===== config.mk =====
export PLATFORM = sky130hd
export DESIGN_NAME = blk_dma
export DESIGN_NICKNAME = d
export VERILOG_FILES = /design/src/rtl/blk_dma_pkg.sv /design/src/rtl/blk_dma_regs.sv /design/src/rtl/blk_dma_stall.sv /design/src/rtl/blk_dma_lane.sv /design/src/rtl/blk_dma.sv
export SDC_FILE = /design/constraint.sdc
export NUM_CORES = 1
export LEC_CHECK = 0
export BUFFER_PORTS_ARGS = -buffer_cell sky130_fd_sc_hd__buf_2
export CORE_MARGIN = 3
export CORE_UTILIZATION = 43
export CTS_BUF_LIST = sky130_fd_sc_hd__clkbuf_8 sky130_fd_sc_hd__clkbuf_16
export CTS_CLUSTER_SIZE = 28
export DETAILED_ROUTE_END_ITERATION = 6
export PLACE_DENSITY = 0.63
export SLEW_MARGIN = 20
export SYNTH_ARGS = -nofsm -noshare
export SYNTH_HDL_FRONTEND = slang
export SYNTH_SLANG_ARGS = --single-unit

===== constraint.sdc =====
create_clock -name clk -period 2.4 [get_ports clk]
set_input_delay 0.12 -clock clk [delete_from_list [all_inputs] [get_ports clk]]
set_output_delay 0.12 -clock clk [all_outputs]
set_load 0.03 [all_outputs]

===== src/rtl/blk_dma_pkg.sv =====
package blk_dma_pkg;
  localparam int BYTE_W = 8;
  localparam int WORD_W = 2 * BYTE_W;

  localparam logic [1:0] SEL_LEN  = 2'd0;
  localparam logic [1:0] SEL_BASE = 2'd1;
  localparam logic [1:0] SEL_CTRL = 2'd2;
  localparam logic [1:0] SEL_TMO  = 2'd3;

  localparam int CTRL_SWAP_BIT = 2;

  typedef enum logic [1:0] {
    DIR_NONE = 2'd0,
    DIR_F2R  = 2'd1,
    DIR_R2F  = 2'd2,
    DIR_S2R  = 2'd3
  } dma_dir_e;

  typedef enum logic [2:0] {
    ST_IDLE,
    ST_GATHER,
    ST_WRITE,
    ST_FETCH,
    ST_EMIT
  } dma_st_e;
endpackage


===== src/rtl/blk_dma_regs.sv =====
module blk_dma_regs
  import blk_dma_pkg::*;
#(
  parameter int REG_W       = 32,
  parameter int LEN_W       = 16,
  parameter int BASE_W      = 14,
  parameter int TMO_W       = 17,
  parameter int TMO_DEFAULT = 65536
) (
  input  logic              clk,
  input  logic              rst_n,
  input  logic              we,
  input  logic [1:0]        sel,
  input  logic [REG_W-1:0]  wdata,
  input  logic              busy,
  output logic [LEN_W-1:0]  len_q,
  output logic [BASE_W-1:0] base_q,
  output logic [TMO_W-1:0]  tmo_q,
  output logic              start,
  output dma_dir_e          start_dir,
  output logic              start_swap
);
  logic unused_wdata;
  assign unused_wdata = ^wdata;

  assign start_dir  = dma_dir_e'(wdata[1:0]);
  assign start_swap = wdata[CTRL_SWAP_BIT];
  assign start      = we && (sel == SEL_CTRL) && !busy && (wdata[1:0] != 2'b00);

  always_ff @(posedge clk or negedge rst_n) begin
    if (!rst_n) begin
      len_q  <= '0;
      base_q <= '0;
      tmo_q  <= TMO_W'(TMO_DEFAULT);
    end else if (we) begin
      if (sel == SEL_LEN)  len_q  <= wdata[LEN_W-1:0];
      if (sel == SEL_BASE) base_q <= wdata[BASE_W-1:0];
      if (sel == SEL_TMO)  tmo_q  <= wdata[TMO_W-1:0];
    end
  end

  // a length or limit write never changes what was latched unless addressed
  a_r9_limit_hold: assert property (@(posedge clk) disable iff (!rst_n)
    !(we && sel == SEL_TMO) |=> $stable(tmo_q));
endmodule


===== src/rtl/blk_dma_stall.sv =====
module blk_dma_stall #(
  parameter int TMO_W = 17
) (
  input  logic             clk,
  input  logic             rst_n,
  input  logic             active,
  input  logic             progress,
  input  logic [TMO_W-1:0] limit,
  output logic             expired
);
  logic [TMO_W-1:0] cnt_q;

  always_ff @(posedge clk or negedge rst_n) begin
    if (!rst_n)                  cnt_q <= '0;
    else if (!active || progress) cnt_q <= '0;
    else if (cnt_q != '1)         cnt_q <= cnt_q + TMO_W'(1);
  end

  assign expired = active && !progress && (cnt_q >= limit);

  // a handshake always buys at least one more cycle when the limit is non-zero
  a_r9_progress_rearms: assert property (@(posedge clk) disable iff (!rst_n)
    (active && progress && limit != '0) |=> (!expired || limit == '0));
endmodule


===== src/rtl/blk_dma_lane.sv =====
module blk_dma_lane
  import blk_dma_pkg::*;
(
  input  logic              clk,
  input  logic              rst_n,
  input  logic              clr,
  input  logic              swap,
  input  logic              in_fire,
  input  logic [BYTE_W-1:0] in_byte,
  input  logic              ld_word,
  input  logic [WORD_W-1:0] ld_data,
  input  logic              out_fire,
  output logic [WORD_W-1:0] word_q,
  output logic              phase_q,
  output logic [BYTE_W-1:0] out_byte
);
  logic [BYTE_W-1:0] first_q;

  always_ff @(posedge clk or negedge rst_n) begin
    if (!rst_n) begin
      phase_q <= 1'b0;
      first_q <= '0;
      word_q  <= '0;
    end else if (clr) begin
      phase_q <= 1'b0;
    end else if (in_fire) begin
      if (!phase_q) begin
        first_q <= in_byte;
        phase_q <= 1'b1;
      end else begin
        word_q  <= swap ? {first_q, in_byte} : {in_byte, first_q};
        phase_q <= 1'b0;
      end
    end else if (ld_word) begin
      word_q  <= ld_data;
      phase_q <= 1'b0;
    end else if (out_fire) begin
      phase_q <= ~phase_q;
    end
  end

  assign out_byte = (phase_q ^ swap) ? word_q[WORD_W-1:BYTE_W] : word_q[BYTE_W-1:0];

  // packing and unpacking never run in the same cycle
  a_r5_one_path: assert property (@(posedge clk) disable iff (!rst_n)
    !(in_fire && (ld_word || out_fire)));
endmodule


===== src/rtl/blk_dma.sv =====
module blk_dma
  import blk_dma_pkg::*;
#(
  parameter int REG_W       = 32,
  parameter int LEN_W       = 16,
  parameter int BLK_BYTES   = 512,
  parameter int PAGE_BYTES  = 2048,
  parameter int RAM_AW      = 24,
  parameter int TMO_W       = 17,
  parameter int TMO_DEFAULT = 65536
) (
  input  logic              clk,
  input  logic              rst_n,
  input  logic              reg_we,
  input  logic [1:0]        reg_sel,
  input  logic [REG_W-1:0]  reg_wdata,
  output logic [3:0]        status,
  input  logic              tx_empty_i,
  input  logic              rx_full_i,
  input  logic              fin_valid,
  output logic              fin_ready,
  input  logic [7:0]        fin_data,
  input  logic              sd_valid,
  output logic              sd_ready,
  input  logic [7:0]        sd_data,
  output logic              fout_valid,
  input  logic              fout_ready,
  output logic [7:0]        fout_data,
  output logic              ram_req,
  output logic              ram_we,
  output logic [RAM_AW-1:0] ram_addr,
  output logic [15:0]       ram_wdata,
  input  logic              ram_ack,
  input  logic [15:0]       ram_rdata
);
  localparam int WPB_SH  = $clog2(BLK_BYTES / 2);
  localparam int PAGE_SH = $clog2(PAGE_BYTES / 2);
  localparam int BASE_W  = RAM_AW - PAGE_SH;
  localparam int CNT_W   = LEN_W + WPB_SH + 1;

  dma_st_e           state_q;
  dma_dir_e          dir_q;
  logic              swap_q;
  logic              tflag_q;
  logic [RAM_AW-1:0] addr_q;
  logic [CNT_W-1:0]  left_q;

  logic [LEN_W-1:0]  len_q;
  logic [BASE_W-1:0] base_q;
  logic [TMO_W-1:0]  tmo_q;
  logic              start, start_swap;
  dma_dir_e          start_dir;
  logic              expired;
  logic [WORD_W-1:0] word_q;
  logic              phase_q;
  logic [BYTE_W-1:0] out_byte;

  logic busy, gather, src_valid, in_fire, ram_fire, out_fire, ld_word, progress, last_word;
  logic [BYTE_W-1:0] src_data;

  blk_dma_regs #(
    .REG_W(REG_W), .LEN_W(LEN_W), .BASE_W(BASE_W), .TMO_W(TMO_W), .TMO_DEFAULT(TMO_DEFAULT)
  ) u_regs (
    .clk(clk), .rst_n(rst_n), .we(reg_we), .sel(reg_sel), .wdata(reg_wdata), .busy(busy),
    .len_q(len_q), .base_q(base_q), .tmo_q(tmo_q),
    .start(start), .start_dir(start_dir), .start_swap(start_swap)
  );

  blk_dma_stall #(.TMO_W(TMO_W)) u_stall (
    .clk(clk), .rst_n(rst_n), .active(busy), .progress(progress),
    .limit(tmo_q), .expired(expired)
  );

  blk_dma_lane u_lane (
    .clk(clk), .rst_n(rst_n), .clr(start), .swap(swap_q),
    .in_fire(in_fire), .in_byte(src_data),
    .ld_word(ld_word), .ld_data(ram_rdata),
    .out_fire(out_fire),
    .word_q(word_q), .phase_q(phase_q), .out_byte(out_byte)
  );

  assign busy      = (state_q != ST_IDLE);
  assign gather    = (state_q == ST_GATHER);
  assign src_valid = (dir_q == DIR_S2R) ? sd_valid : fin_valid;
  assign src_data  = (dir_q == DIR_S2R) ? sd_data  : fin_data;

  assign fin_ready = gather && (dir_q == DIR_F2R);
  assign sd_ready  = gather && (dir_q == DIR_S2R);
  assign in_fire   = gather && src_valid;

  assign ram_req   = (state_q == ST_WRITE) || (state_q == ST_FETCH);
  assign ram_we    = (state_q == ST_WRITE);
  assign ram_addr  = addr_q;
  assign ram_wdata = word_q;
  assign ram_fire  = ram_req && ram_ack;
  assign ld_word   = (state_q == ST_FETCH) && ram_ack;

  assign fout_valid = (state_q == ST_EMIT);
  assign fout_data  = out_byte;
  assign out_fire   = fout_valid && fout_ready;

  assign progress  = in_fire || ram_fire || out_fire;
  assign last_word = (left_q == CNT_W'(1));

  assign status = {rx_full_i, tx_empty_i, tflag_q, busy};

  always_ff @(posedge clk or negedge rst_n) begin
    if (!rst_n) begin
      state_q <= ST_IDLE;
      dir_q   <= DIR_NONE;
      swap_q  <= 1'b0;
      tflag_q <= 1'b0;
      addr_q  <= '0;
      left_q  <= '0;
    end else if (state_q == ST_IDLE) begin
      if (start) begin
        dir_q   <= start_dir;
        swap_q  <= start_swap;
        tflag_q <= 1'b0;
        addr_q  <= {base_q, {PAGE_SH{1'b0}}};
        left_q  <= (CNT_W'(len_q) + CNT_W'(1)) << WPB_SH;
        state_q <= (start_dir == DIR_R2F) ? ST_FETCH : ST_GATHER;
      end
    end else if (expired) begin
      state_q <= ST_IDLE;
      tflag_q <= 1'b1;
    end else begin
      case (state_q)
        ST_GATHER: if (in_fire && phase_q) state_q <= ST_WRITE;
        ST_WRITE: if (ram_ack) begin
          addr_q  <= addr_q + RAM_AW'(1);
          left_q  <= left_q - CNT_W'(1);
          state_q <= last_word ? ST_IDLE : ST_GATHER;
        end
        ST_FETCH: if (ram_ack) begin
          addr_q  <= addr_q + RAM_AW'(1);
          state_q <= ST_EMIT;
        end
        ST_EMIT: if (out_fire && phase_q) begin
          left_q  <= left_q - CNT_W'(1);
          state_q <= last_word ? ST_IDLE : ST_FETCH;
        end
        default: state_q <= ST_IDLE;
      endcase
    end
  end

  // a valid control write while idle raises busy on the next cycle
  a_r2_start_busy: assert property (@(posedge clk) disable iff (!rst_n)
    (reg_we && reg_sel == SEL_CTRL && reg_wdata[1:0] != 2'b00 && !status[0]) |=> status[0]);

  // a running transfer always has words left to move
  a_r3_words_left: assert property (@(posedge clk) disable iff (!rst_n)
    busy |-> (left_q != '0));

  // each completed RAM access advances the address by one word
  a_r4_addr_step: assert property (@(posedge clk) disable iff (!rst_n)
    ram_fire |=> (ram_addr == $past(ram_addr) + RAM_AW'(1)));

  // an offered output byte stays put until taken
  a_r7_out_hold: assert property (@(posedge clk) disable iff (!rst_n)
    (fout_valid && !fout_ready && !expired) |=> (fout_valid && $stable(fout_data)));

  // RAM request is held steady until acknowledged
  a_r8_req_hold: assert property (@(posedge clk) disable iff (!rst_n)
    (ram_req && !ram_ack && !expired) |=>
      (ram_req && $stable(ram_addr) && $stable(ram_we) && $stable(ram_wdata)));

  // the timeout flag is only ever shown while idle
  a_r9_flag_idle: assert property (@(posedge clk) disable iff (!rst_n)
    status[1] |-> !status[0]);

  // control writes during a transfer leave its settings alone
  a_r10_cfg_locked: assert property (@(posedge clk) disable iff (!rst_n)
    (busy && reg_we && reg_sel == SEL_CTRL) |=> ($stable(dir_q) && $stable(swap_q)));
endmodule


==> metrics.csv, run 1 <==
metric;value;unit
regToRegEndpoint;left_q[21];
synth_edf_count;0;
status;finished, final reports clean;
final_util;55.3;%
setup.worst_path.end_class;register;
synth_nets;956;
worst_path_max_delay_cell;sky130_fd_sc_hd__or4_1;
min_period;2.32;ns
worstPathCellList;or4_1, nor4_4, nand3_2, or4_1, a221oi_1, a211o_1;
timing.final.setup_violations;0;
cell_internal_pwr;6.95;mW
critical_path.reg2reg.startpoint;left_q[10];
synth-main-ff-cell;sky130_fd_sc_hd__dfrtp_1;
clock_sinks;145;
path_clk_slew;0.07;ns
netlist-cell-type-count;68;
cts_htree_levels;4;
critical_path.most_common_cell;sky130_fd_sc_hd__or4_1;
yosys_register_bits;145;
netSwitchingPower;5.17;mW
die-height;143;um
floorplan.die_area;0.0205;mm^2
numPortBuffers;112;
fmax;0.431;GHz
pwr-share-seq;32.6;%
grt_setup_unrepaired;false;
post-dp-hpwl;14900;um
hold_path_startpoint;ram_rdata[12];
timing.hold.worst_path_depth;3;
ys_seq_area_share;44.9;%
num-nets-final;1122;
total_leakage_power;4.57;nW
relative_slew_slack;60.8;%
numCtsBuffers;17;
setup_slack_reg_to_reg;0.08;ns
route.detailed.vias_per_inst;5.48;
clk_latency;0.43;ns
syn-cell-area;0.00808;mm^2
die-width;143;um
setup.worst_path.start_class;register;
worst_path_largest_cell_delay;0.64;ns
cap_viol_max_count;0;
ir_worst_vdd;0.000713;V
p_sw_share;42.6;%
synthesis.instances;858;
number_of_antenna_violations_at_the_first_check_in_global_routing;0;
io-pin-count;132;
cp.required;2.76;ns
power.share.clock;23.0;%
detail_route.drc_violations;0;
synth-async-reset-ratio;100;%
cts_max_path_bufs;2;
via_count_of_the_first_global_routing_pass;6573;
yosys_warnings;0;
clock_tree_from_tritoncts;built;
effective_utilization_at_floorplan;44.4;%
hold_path_class;in -> reg;
timing_worst_setup_path_type;reg -> reg;
share_comb_of_total_power;44.4;%
tightestPinTransition;0.583;ns
synth.avg_cell_area;9.42;um^2
final.period_utilization;96.7;%
grt_max_degree;58;
p_per_area;1200;mW/mm^2
initialDrtViolationCount;421;
layoutNonFillerInstCount;1265;
std_cell_rows;49;
antenna-diode-count;0;
fin_skew;0.0108;ns
design_power_total;12.1;mW
worst-endpoint-arrival;2.68;ns
min_to;u_lane.word_q[12];
global_route.usage.total;20.9;%
crit_fanout;3;
wirelength;21000;um
antenna_left;0;
dp_cells;1207;
final_layout_size_suffix_gt1_share;27.0;%
rr_worst_depth;6;
flow.area_growth_from_synthesis;24.6;%
drt_pass1_iterations;5;
post_dr_wirelength_cell;16.6;um
finalHoldWorstSlack;0.0113;ns
grt.overflow.total;0;
core-area;0.0182;mm^2
vias;6927;
clockRootBuffer;sky130_fd_sc_hd__clkbuf_16;
timing.final.max_slew_violations;0;
grt_first_pass_wirelength;34000;um
final_hold_viol_count;0;
globalplace.congestion;0.829;
-- critical path: cells and delay by family, from the launching register on --
kind / cells / cell delay (ns)
AO/OA/AOI/OAI: 2 / 0.40
flip-flops: 1 / 0.39
AND/OR/NAND/NOR: 4 / 1.47
-- power by group through the flow --
stage	Combinational [mW]	Clock, mW	Sequential, mW
2_1_floorplan	3.33	0	4.36
3_3_place_gp	5.25	0	3.95
3_5_place_dp	5.31	0	3.97
4_1_cts	5.38	2.84	3.94
5_1_grt	5.92	2.95	4.08
6_report	5.38	2.79	3.95
-- logic make-up (layout without fill, tap and decap cells) --
logic type / Yosys count / after routing / synth area share [%]
simple gates: 312 / 312 / 18.9
compound gates: 192 / 192 / 14.7
flops: 145 / 145 / 44.9
buf+inv: 76 / 254 / 4.10
mux: 71 / 71 / 9.60
xor+xnor: 39 / 39 / 4.23
fa+ha+maj: 23 / 23 / 3.56
-- how the worst max path moves through the flow --
stage | from | endpoint | slack [ns]
after floorplan | u_stall.cnt_q[3] | u_stall.cnt_q[9] | 0.03
after global placement | u_regs.tmo_q[16] | state_q[1] | -0.04
after detailed placement | u_regs.tmo_q[16] | state_q[0] | -0.07
after CTS | u_regs.tmo_q[16] | left_q[21] | 0.03
after global routing | left_q[2] | left_q[17] | 0.01
final | left_q[10] | left_q[21] | 0.08
-- layout make-up --
cell class,instances,area [um^2]
Fill cell,1620,8140
Sequential cell,145,3630
Clock buffer,19,453
Multi-Input combinational cell,637,4150
Timing Repair Buffer,191,1270
Tap cell,229,287
Inverter,32,120
Clock inverter,12,158
-- registers in the layout, summed over array words and instances (netlist names) --
name	count
u_regs.base_q	14
swap_q	1
u_lane.word_q	16
u_regs.tmo_q	17
state_q	3
dir_q	2
u_regs.len_q	16
left_q	25
u_stall.cnt_q	17
tflag_q	1
u_lane.phase_q	1
ram_addr	24
u_lane.first_q	8
-- cell usage after synthesis, types with 9 or more instances --
master	n	area share [%]
sky130_fd_sc_hd__mux2i_1	19	2.4
sky130_fd_sc_hd__a211oi_1	9	0.84
sky130_fd_sc_hd__inv_1	31	1.4
sky130_fd_sc_hd__a21oi_1	73	4.5
sky130_fd_sc_hd__nand2_1	79	3.7
sky130_fd_sc_hd__ha_1	23	3.6
sky130_fd_sc_hd__nand3_1	30	1.9
sky130_fd_sc_hd__dfrtp_1	144	45
sky130_fd_sc_hd__clkbuf_1	32	1.5
sky130_fd_sc_hd__o22ai_1	15	1.2
sky130_fd_sc_hd__nor4_1	9	0.70
sky130_fd_sc_hd__nor2_1	105	4.9
sky130_fd_sc_hd__nor3_1	13	0.81
sky130_fd_sc_hd__xnor2_1	18	2.0
sky130_fd_sc_hd__xor2_1	21	2.3
sky130_fd_sc_hd__o21ai_0	39	2.4
sky130_fd_sc_hd__mux2_2	52	7.2
sky130_fd_sc_hd__nand4_1	17	1.3
-- stage by stage --
step | TNS (ns) | cell area [um^2] | worst slack [ns]
3_3_place_gp | -0.0965 | 9170 | -0.0368
2_1_floorplan | 0 | 8080 | 0.0301
6_report | 0 | 10100 | 0.0801
5_1_grt | 0 | 10100 | 0.0135
3_5_place_dp | -0.196 | 9170 | -0.0669
4_1_cts | 0 | 10100 | 0.0253
-- layout by cell type, fill, tap and decap left out, types with 23 or more instances in the layout --
| cell | instances |
|---|---|
| sky130_fd_sc_hd__o21ai_0 | 39 |
| sky130_fd_sc_hd__buf_2 | 111 |
| sky130_fd_sc_hd__nand2_1 | 79 |
| sky130_fd_sc_hd__nor2_1 | 105 |
| sky130_fd_sc_hd__inv_1 | 31 |
| sky130_fd_sc_hd__ha_1 | 23 |
| sky130_fd_sc_hd__dlygate4sd3_1 | 25 |
| sky130_fd_sc_hd__nand3_1 | 30 |
| sky130_fd_sc_hd__buf_4 | 50 |
| sky130_fd_sc_hd__a21oi_1 | 72 |
| sky130_fd_sc_hd__dfrtp_1 | 144 |
| sky130_fd_sc_hd__mux2_2 | 52 |
-- timing repair --
item	in CTS	in global routing
setup buffers	2	0
endpoints found under the setup margin	5	19
hold endpoints to repair	96	0
resized for setup	2	6
pin swaps	1	3
hold buffers	25	0
-- layer usage --
layer  vias up  global-route usage (%)  wire length [um]
met2       176                    33.4              9690
met3        28                    4.09              1030
met5         -                       0                 0
li1       3411                       -                 -
met1      3312                    29.4             10000
met4         0                    5.50               323
(Power assumes the default switching activity.)
==> run 2, diff against run 1 <==
--- a/config.mk
+++ b/config.mk
@@ -7,11 +7,11 @@
 export LEC_CHECK = 0
 export BUFFER_PORTS_ARGS = -buffer_cell sky130_fd_sc_hd__buf_2
 export CORE_MARGIN = 3
-export CORE_UTILIZATION = 43
+export CORE_UTILIZATION = 52
 export CTS_BUF_LIST = sky130_fd_sc_hd__clkbuf_8 sky130_fd_sc_hd__clkbuf_16
 export CTS_CLUSTER_SIZE = 28
 export DETAILED_ROUTE_END_ITERATION = 6
-export PLACE_DENSITY = 0.63
+export PLACE_DENSITY = 0.74
 export SLEW_MARGIN = 20
 export SYNTH_ARGS = -nofsm -noshare
 export SYNTH_HDL_FRONTEND = slang
==> metrics.csv, run 2 (synthesis gave the netlist of run 1 again) <==
metric;value;unit;change
core-area;0.0149;mm^2;-18%
crit_fanout;3;;unchanged
post-dp-hpwl;14600;um;-1.7%
antenna-diode-count;0;;unchanged
design_power_total;11.9;mW;-1.7%
number_of_flip_flops_in_the_largest_register;25;;unchanged
cts_max_path_bufs;2;;unchanged
timing.final.max_slew_violations;0;;unchanged
fill_cell_total_of_the_finished_layout;1183;;-27%
layoutNonFillerInstCount;1214;;-4.0%
numPortBuffers;112;;unchanged
grt_first_pass_wirelength;32800;um;-3.6%
num-nets-final;1115;;-0.62%
ir_worst_vdd;0.000772;V;+8.3%
final.period_utilization;96.4;%;-0.24 points
grt_max_degree;60;;+3.4%
vias;7087;;+2.3%
tns;0;ns;unchanged
initialDrtViolationCount;434;;+3.1%
setup.worst_path.end_class;register;;
mostFrequentLayoutCells;sky130_fd_sc_hd__dfrtp_1, sky130_fd_sc_hd__buf_2, sky130_fd_sc_hd__nor2_1;;
wirelength;20400;um;-3.0%
status;finished, final reports clean;;
cap_viol_max_count;0;;unchanged
flow.area_growth_from_synthesis;22.3;%;
setup.worst_path.start_class;register;;
final_hold_viol_count;0;;unchanged
clockRootBuffer;sky130_fd_sc_hd__clkbuf_16;;
p_per_area;1200;mW/mm^2;about the same
post_dr_wirelength_cell;16.8;um;+1.1%
dp_cells;1160;;-3.9%
antenna_left;0;;unchanged
timing_worst_setup_path_type;reg -> reg;;
cp.required;2.77;ns;about the same
detail_route.drc_violations;0;;unchanged
final_common_cell;sky130_fd_sc_hd__dfrtp_1;;
via_count_of_the_first_global_routing_pass;6578;;+0.076%
fin_skew;0.00899;ns;-0.00185 ns
global_route.usage.total;24.3;%;+3.3 points
clock_sinks;145;;unchanged
grt.overflow.total;0;;unchanged
postPlaceCellArea;0.00906;mm^2;-1.2%
regArea;0.00363;mm^2;unchanged
die-width;131;um;-8.7%
path_clk_slew;0.06;ns;about the same
pre_cts_ws;-0.0423;ns;+0.0246 ns
globalplace.congestion;0.879;;+6.0%
final_util;66.5;%;+11 points
timing.final.setup_violations;0;;unchanged
io-pin-count;132;;unchanged
hold_path_class;in -> reg;;
cts_htree_levels;4;;unchanged
clock_tree_from_tritoncts;built;;
registers.top_by_ff_count;left_q;;
numCtsBuffers;17;;unchanged
multi_input_logic_area;0.00415;mm^2;about the same
fmax;0.432;GHz;+0.24%
die-height;131;um;-8.7%
total_leakage_power;4.55;nW;-0.46%
min_period;2.31;ns;-0.00565 ns
std_cell_rows;44;;-10%
finalHoldWorstSlack;0.00358;ns;-0.00773 ns
number_of_antenna_violations_at_the_first_check_in_global_routing;0;;unchanged
worst_slack;0.0857;ns;+0.00565 ns
final_layout_size_suffix_gt1_share;27.1;%;+0.060 points
relative_slew_slack;62.2;%;+1.4 points
drt_pass1_iterations;7;;+2
clk_latency;0.43;ns;about the same
route.detailed.vias_per_inst;5.84;;+6.6%
floorplan.die_area;0.0171;mm^2;-17%
finish.instance_area;0.00988;mm^2;-1.8%
effective_utilization_at_floorplan;54.4;%;+10 points
worst-endpoint-arrival;2.68;ns;about the same
tightestPinTransition;0.562;ns;-0.0203 ns
-- run 2: cell types whose count changed in the layout (fill, tap and decap cells not counted), moves of 2 or more --
cell                            previous run  this run
sky130_fd_sc_hd__inv_1                    31        34
sky130_fd_sc_hd__clkbuf_8                  2         4
sky130_fd_sc_hd__buf_4                    50        54
sky130_fd_sc_hd__clkinvlp_4                6         3
sky130_fd_sc_hd__buf_12                    4         1
sky130_fd_sc_hd__dlygate4sd3_1            25        17
-- run 2: report_power, final --
group	switching (mW)	total, mW	leakage [nW]	internal (mW)
clock network	1.02	2.65	0.295	1.63
logic	3.30	5.30	2.49	2.00
registers	0.748	3.96	1.76	3.21
-- run 2: worst paths after layout --
path	start	end	slack, ns	depth (start not counted)
setup reg to reg	left_q[10]	left_q[21]	0.09	6
hold / removal	ram_rdata[3]	u_lane.word_q[3]	0.004	3
setup / recovery	left_q[10]	left_q[21]	0.09	6
hold reg to reg	u_regs.tmo_q[1]	u_regs.tmo_q[1]	0.49	2
max in group asynchronous	rst_n	u_lane.word_q[10]	1.36	3
min in group asynchronous	rst_n	ram_addr[4]	0.23	2
-- run 2: layout make-up --
class | instances | share of cell area, %
multi-input cells | 637 | 42.0
well taps | 184 | 2.33
flip-flops and latches | 145 | 36.7
inverters | 32 | 1.22
clock buffers | 21 | 4.86
repair buffers | 184 | 11.8
clock inverters | 11 | 1.14
-- run 2: repair_timing --
item | 4_1_cts | 5_1_grt
gates resized for setup | 1 | 7
endpoints found under the setup margin | 5 | 14
endpoints found under the hold margin | 89 | 0
setup buffers | 0 | 5
pin swaps | 1 | 3
hold buffers | 17 | 0
-- run 2: layer usage --
metal	vias to the layer above	wire length, um	global-route usage [%]
li1	3394	-	-
met1	3444	9280	33.7
met2	223	9680	38.9
met3	26	1180	5.69
met4	0	285	5.69
met5	-	0	0
-- run 2: critical path: stages (launching register included) --
cell and delay, ns:
sky130_fd_sc_hd__dfrtp_1 0.39, sky130_fd_sc_hd__or4_1 0.63, sky130_fd_sc_hd__nor4_4 0.26, sky130_fd_sc_hd__nand3_2 0.12, sky130_fd_sc_hd__or4_1 0.49, sky130_fd_sc_hd__a221oi_2 0.24, sky130_fd_sc_hd__a211o_1 0.12
